**config.mk**
```make
export PLATFORM = sky130hd
export DESIGN_NAME = twophase_clkgen
export DESIGN_NICKNAME = d
export VERILOG_FILES = /design/src/rtl/tpc_pkg.sv /design/src/rtl/tpc_tick_gen.sv /design/src/rtl/tpc_dead_timer.sv /design/src/rtl/tpc_phase_fsm.sv /design/src/rtl/twophase_clkgen.sv
export SDC_FILE = /design/constraint.sdc
export NUM_CORES = 1
export LEC_CHECK = 0
export BUFFER_PORTS_ARGS = -buffer_cell sky130_fd_sc_hd__buf_2
export CORE_MARGIN = 2
export CORE_UTILIZATION = 28
export CTS_BUF_LIST = sky130_fd_sc_hd__clkbuf_16
export CTS_CLUSTER_DIAMETER = 80
export DETAILED_ROUTE_END_ITERATION = 16
export PLACE_DENSITY_LB_ADDON = 0.15
export SLEW_MARGIN = 10
export SYNTH_ARGS = -nofsm -noshare
export SYNTH_HDL_FRONTEND = slang
export SYNTH_SLANG_ARGS = --single-unit
```
**constraint.sdc**
```tcl
create_clock -name clk -period 2.33 [get_ports clk]
set_input_delay 0.233 -clock clk [delete_from_list [all_inputs] [get_ports clk]]
set_output_delay 0.233 -clock clk [all_outputs]
set_load 0.005 [all_outputs]
```
**src/rtl/tpc_pkg.sv**
```systemverilog
package tpc_pkg;
    typedef enum logic [2:0] {
        ST_IDLE = 3'd0,
        ST_GAP1 = 3'd1,
        ST_PH1  = 3'd2,
        ST_GAP2 = 3'd3,
        ST_PH2  = 3'd4
    } tpc_state_e;
endpackage

```
**src/rtl/tpc_tick_gen.sv**
```systemverilog
// Master clock model: one-cycle tick every DIV_A (sel=0) or DIV_B (sel=1) cycles.
module tpc_tick_gen #(
    parameter int DIV_A = 19,
    parameter int DIV_B = 16
) (
    input  logic clk,
    input  logic rst_n,
    input  logic sel,
    output logic tick
);
    localparam int MAXD = (DIV_A > DIV_B) ? DIV_A : DIV_B;
    localparam int W    = $clog2(MAXD + 1);

    logic [W-1:0] cnt_q;
    logic [W-1:0] lim;

    always_comb begin
        lim  = sel ? W'(DIV_B) : W'(DIV_A);
        // ">=" lets a switch to the shorter period wrap at once
        tick = (cnt_q >= (lim - W'(1)));
    end

    always_ff @(posedge clk or negedge rst_n) begin
        if (!rst_n) begin
            cnt_q <= '0;
        end else if (tick) begin
            cnt_q <= '0;
        end else begin
            cnt_q <= cnt_q + W'(1);
        end
    end
endmodule

```
**src/rtl/tpc_dead_timer.sv**
```systemverilog
// Counts gap cycles while run is high; expired marks the last gap cycle.
module tpc_dead_timer #(
    parameter int DEAD_CYC = 2
) (
    input  logic clk,
    input  logic rst_n,
    input  logic run,
    output logic expired
);
    localparam int CW = (DEAD_CYC > 1) ? $clog2(DEAD_CYC) : 1;

    logic [CW-1:0] cnt_q;

    always_comb begin
        expired = run && (cnt_q == CW'(DEAD_CYC - 1));
    end

    always_ff @(posedge clk or negedge rst_n) begin
        if (!rst_n) begin
            cnt_q <= '0;
        end else if (run && !expired) begin
            cnt_q <= cnt_q + CW'(1);
        end else begin
            cnt_q <= '0;
        end
    end
endmodule

```
**src/rtl/tpc_phase_fsm.sv**
```systemverilog
module tpc_phase_fsm
    import tpc_pkg::*;
(
    input  logic clk,
    input  logic rst_n,
    input  logic tick,
    input  logic hold,
    input  logic gap_done,
    output logic gap_run,
    output logic phi1,
    output logic phi2
);
    tpc_state_e state_q, state_d;

    always_ff @(posedge clk or negedge rst_n) begin
        if (!rst_n) begin
            state_q <= ST_IDLE;
        end else begin
            state_q <= state_d;
        end
    end

    always_comb begin
        state_d = state_q;
        unique case (state_q)
            ST_IDLE: if (tick && !hold) state_d = ST_GAP1;  // start
            ST_GAP1: if (gap_done)      state_d = ST_PH1;   // rise1
            ST_PH1:  if (tick && !hold) state_d = ST_GAP2;  // end1
            ST_GAP2: if (gap_done)      state_d = ST_PH2;   // rise2
            ST_PH2:  if (tick && !hold) state_d = ST_GAP1;  // end2
            default:                    state_d = ST_IDLE;
        endcase
    end

    // Moore outputs decoded from the state register only
    always_comb begin
        phi1    = (state_q == ST_PH1);
        phi2    = (state_q == ST_PH2);
        gap_run = (state_q == ST_GAP1) || (state_q == ST_GAP2);
    end
endmodule

```
**src/rtl/twophase_clkgen.sv**
```systemverilog
module twophase_clkgen #(
    parameter int DEAD_CYC = 2,
    parameter int DIV_50HZ = 19,
    parameter int DIV_60HZ = 16
) (
    input  logic clk,
    input  logic rst_n,
    input  logic line_sel,
    input  logic bus_hold,
    output logic phi1,
    output logic phi2
);
    logic mtick;
    logic gap_run;
    logic gap_done;

    tpc_tick_gen #(
        .DIV_A(DIV_50HZ),
        .DIV_B(DIV_60HZ)
    ) u_tick (
        .clk  (clk),
        .rst_n(rst_n),
        .sel  (line_sel),
        .tick (mtick)
    );

    tpc_dead_timer #(
        .DEAD_CYC(DEAD_CYC)
    ) u_dead (
        .clk    (clk),
        .rst_n  (rst_n),
        .run    (gap_run),
        .expired(gap_done)
    );

    tpc_phase_fsm u_fsm (
        .clk     (clk),
        .rst_n   (rst_n),
        .tick    (mtick),
        .hold    (bus_hold),
        .gap_done(gap_done),
        .gap_run (gap_run),
        .phi1    (phi1),
        .phi2    (phi2)
    );
endmodule

```
==> flow_summary.yaml <==
outcome:
  outcome: "completed"
global_route:
  grt_pass1_wl_mm: 1.34
  antenna_found_initial: 0
  grt_max_degree: 10
  gr-usage-all-layers_pct: 10.0
  overflow: 0
  first_global_vias: 328
detailed_routing:
  drt_iter0_drc: 2
  drc_errors: 0
  firstDrtPassIters: 2
  vias_per_cell: 4.65
  vias: 330
  wl_microns: 823
  wire_per_inst_microns: 11.6
  ant_nets: 0
pwr:
  swShare_pct: 31.3
  clockPowerShare_pct: 37.2
  power_frac_seq_pct: 35.1
  total_power_uw: 800
  peakVddDrop_v: 0.000694
  power.share.combinational_pct: 27.7
  powerDensity_nw_per_um2: 1330
  p_sw_uw: 250
  leakagePower_nw: 0.310
  power.internal_uw: 550
clock_network:
  cts.sinks: 9
  numCtsBuffers: 3
  cts_tree: "done"
  cts-root-buf: "clkbuf_16"
  cts_resized: 0
  cts_htree_levels: 1
  insertion_delay_ns: 0.23
  clk_pin_slew_worst_paths_ns: 0.04
  post-cts-setup-buffers: 0
  clockBufferDepth: 2
logic_synthesis:
  synth_top_cell_by_area: "dfrtp_1"
  synth_cells: 45
  synth-seq-cells: 9
  synth_fp_nets: 54
  netlist_top_cells_count: "9 x dfrtp_1, 7 x nor2_1, 5 x ha_1"
  yosysSeqAreaShare_pct: 48.3
  synth-edff-count: 0
  synth.most_common_cell: "dfrtp_1"
  synth_top_flop_cell: "dfrtp_1"
  ys.warnings.count: 0
  ys_types: 17
  synth.avg_cell_area_sq_um: 10.4
  ys_top_cells_by_area: "dfrtp_1 48%, ha_1 13%, nor2_1 5.6%, xor2_1 5.6%, nor3b_1 4.8%"
  netlist_area_sq_um: 467
  async_reset_ff_share_pct: 100
  yosysTopAreaCellShare_pct: 48.3
cells_and_area:
  syn_to_final_growth_pct: 29.0
  register_area_sq_um: 225
  fillCellCount: 163
  final_cells: 71
  final_area_sq_um: 602
  layout-drive-gt1-share_pct: 20.0
  finalNetCount: 65
  utilization_pct: 39.0
  multi_input_area_sq_um: 226
  num_antenna_cells: 0
place:
  dp_hpwl_microns: 606
  dpl-instance-area_sq_um: 512
  io_buffer_count: 5
  dpl.cell_count: 66
  routabilityCongestion: 0.692
  dp_slack_ns: 0.854
die:
  fp.dieH_microns: 44.8
  rows: 14
  start_util_pct: 30.3
  die_w_microns: 44.8
  dieArea_sq_um: 2010
  placeableCoreArea_sq_um: 1540
  ios: 6
sta:
  setup_viol: 0
  setup_tns_ns: 0
  holdWs_ns: 0.245
  rsz0062_at_grt: "false"
  period_share_pct: 62.2
  fmax_mhz: 691
  tightest_slew_ns: 0.323
  relSlewSlack_pct: 78.5
  finalMaxSlewViolations: 0
  worst_slack_ns: 0.882
  hold_violations: 0
  period_needed_ns: 1.45
  skew_ns: 0.00173
worst_hold_path:
  hp-class: "in -> reg"
setup_path:
  worstPathRequired_ns: 2.45
  arrival_ns: 1.57
  slowest_delay_ns: 0.40
  endpoint_kind: "flop"
  path_cells: "ha_1 -> a21o_1 -> a21oi_2 -> o21ai_2 -> a21o_1"
  crit_slowest_cell: "dfrtp_1"
  cp_max_fo: 7
  critPathMostFrequentCell: "a21o_1"
  start_kind: "flop"
  path_class: "reg -> reg"
flow_run:
  drv_cap: 0
-- power groups by stage --
stage / clock (mW) / combinational, mW / sequential (mW)
2_1_floorplan: 0 / 0.176 / 0.266
3_3_place_gp: 0 / 0.221 / 0.283
3_5_place_dp: 0 / 0.228 / 0.283
4_1_cts: 0.307 / 0.230 / 0.282
5_1_grt: 0.315 / 0.264 / 0.290
6_report: 0.298 / 0.222 / 0.281
-- timing repair --
| action | CTS | global route |
|---|---|---|
| hold buffers | 1 | 0 |
| endpoints found under the setup margin | 0 | 0 |
| endpoints found under the hold margin | 9 | 0 |
-- final timing paths --
check,startpoint,end,slack [ns],depth (start not counted)
hold reg to reg,u_dead.cnt_q,u_dead.cnt_q,0.45,1
setup / recovery,u_tick.cnt_q[3],u_fsm.state_q[0],0.88,5
setup reg to reg,u_tick.cnt_q[3],u_fsm.state_q[0],0.88,5
min in group asynchronous,rst_n,u_tick.cnt_q[4],0.38,2
max in group asynchronous,rst_n,u_fsm.state_q[2],1.77,2
hold / removal,bus_hold,u_fsm.state_q[2],0.25,3
-- critical path, delay by kind of cell, from the launching register on --
family,cells,cell delay (ns)
AOI/OAI and AO/OA,4,0.63
DFF,1,0.40
adders and majority gates,1,0.30
-- area by class of cell --
class | instances | share of cell area [%]
inverters | 4 | 2.49
multi-input cells | 32 | 37.6
repair buffers | 6 | 5.82
well taps | 16 | 3.33
clock inverters | 1 | 0.832
clock buffers | 3 | 12.5
flip-flops and latches | 9 | 37.4
-- metal layers --
layer / up-vias / wire length (microns) / GRT usage [%]
met5: - / 0 / 0
met4: 0 / 0 / 5.29
met3: 0 / 48 / 6.00
met2: 5 / 377 / 14.2
met1: 152 / 397 / 11.8
li1: 173 / - / -
-- flip-flops by register name, indices dropped and copies added (netlist names) --
register       count
u_fsm.state_q      3
u_dead.cnt_q       1
u_tick.cnt_q       5
-- cell usage in the layout, fill, tap and decap left out, drive strengths merged, types with 2 or more instances in the layout --
cell / count
dfrtp: 9
nor2: 7
ha: 5
buf: 5
inv: 4
nor3b: 3
xor2: 3
clkbuf: 3
nand2: 2
a21o: 2
nand3: 2
a21oi: 2
o21ai: 2
-- kinds of logic (layout without fill, tap and decap cells) --
kind of cell,count (synthesis),count (layout),share of synthesized area [%]
adder cells (fa/ha/maj),5,5,13.4
XOR/XNOR,4,4,7.51
AND/OR/NAND/NOR,16,16,16.9
AO/OA/AOI/OAI,7,7,10.7
flip-flops,9,9,48.3
buffers and inverters,4,14,3.22
Note: power is estimated with default switching activity, not from simulation.
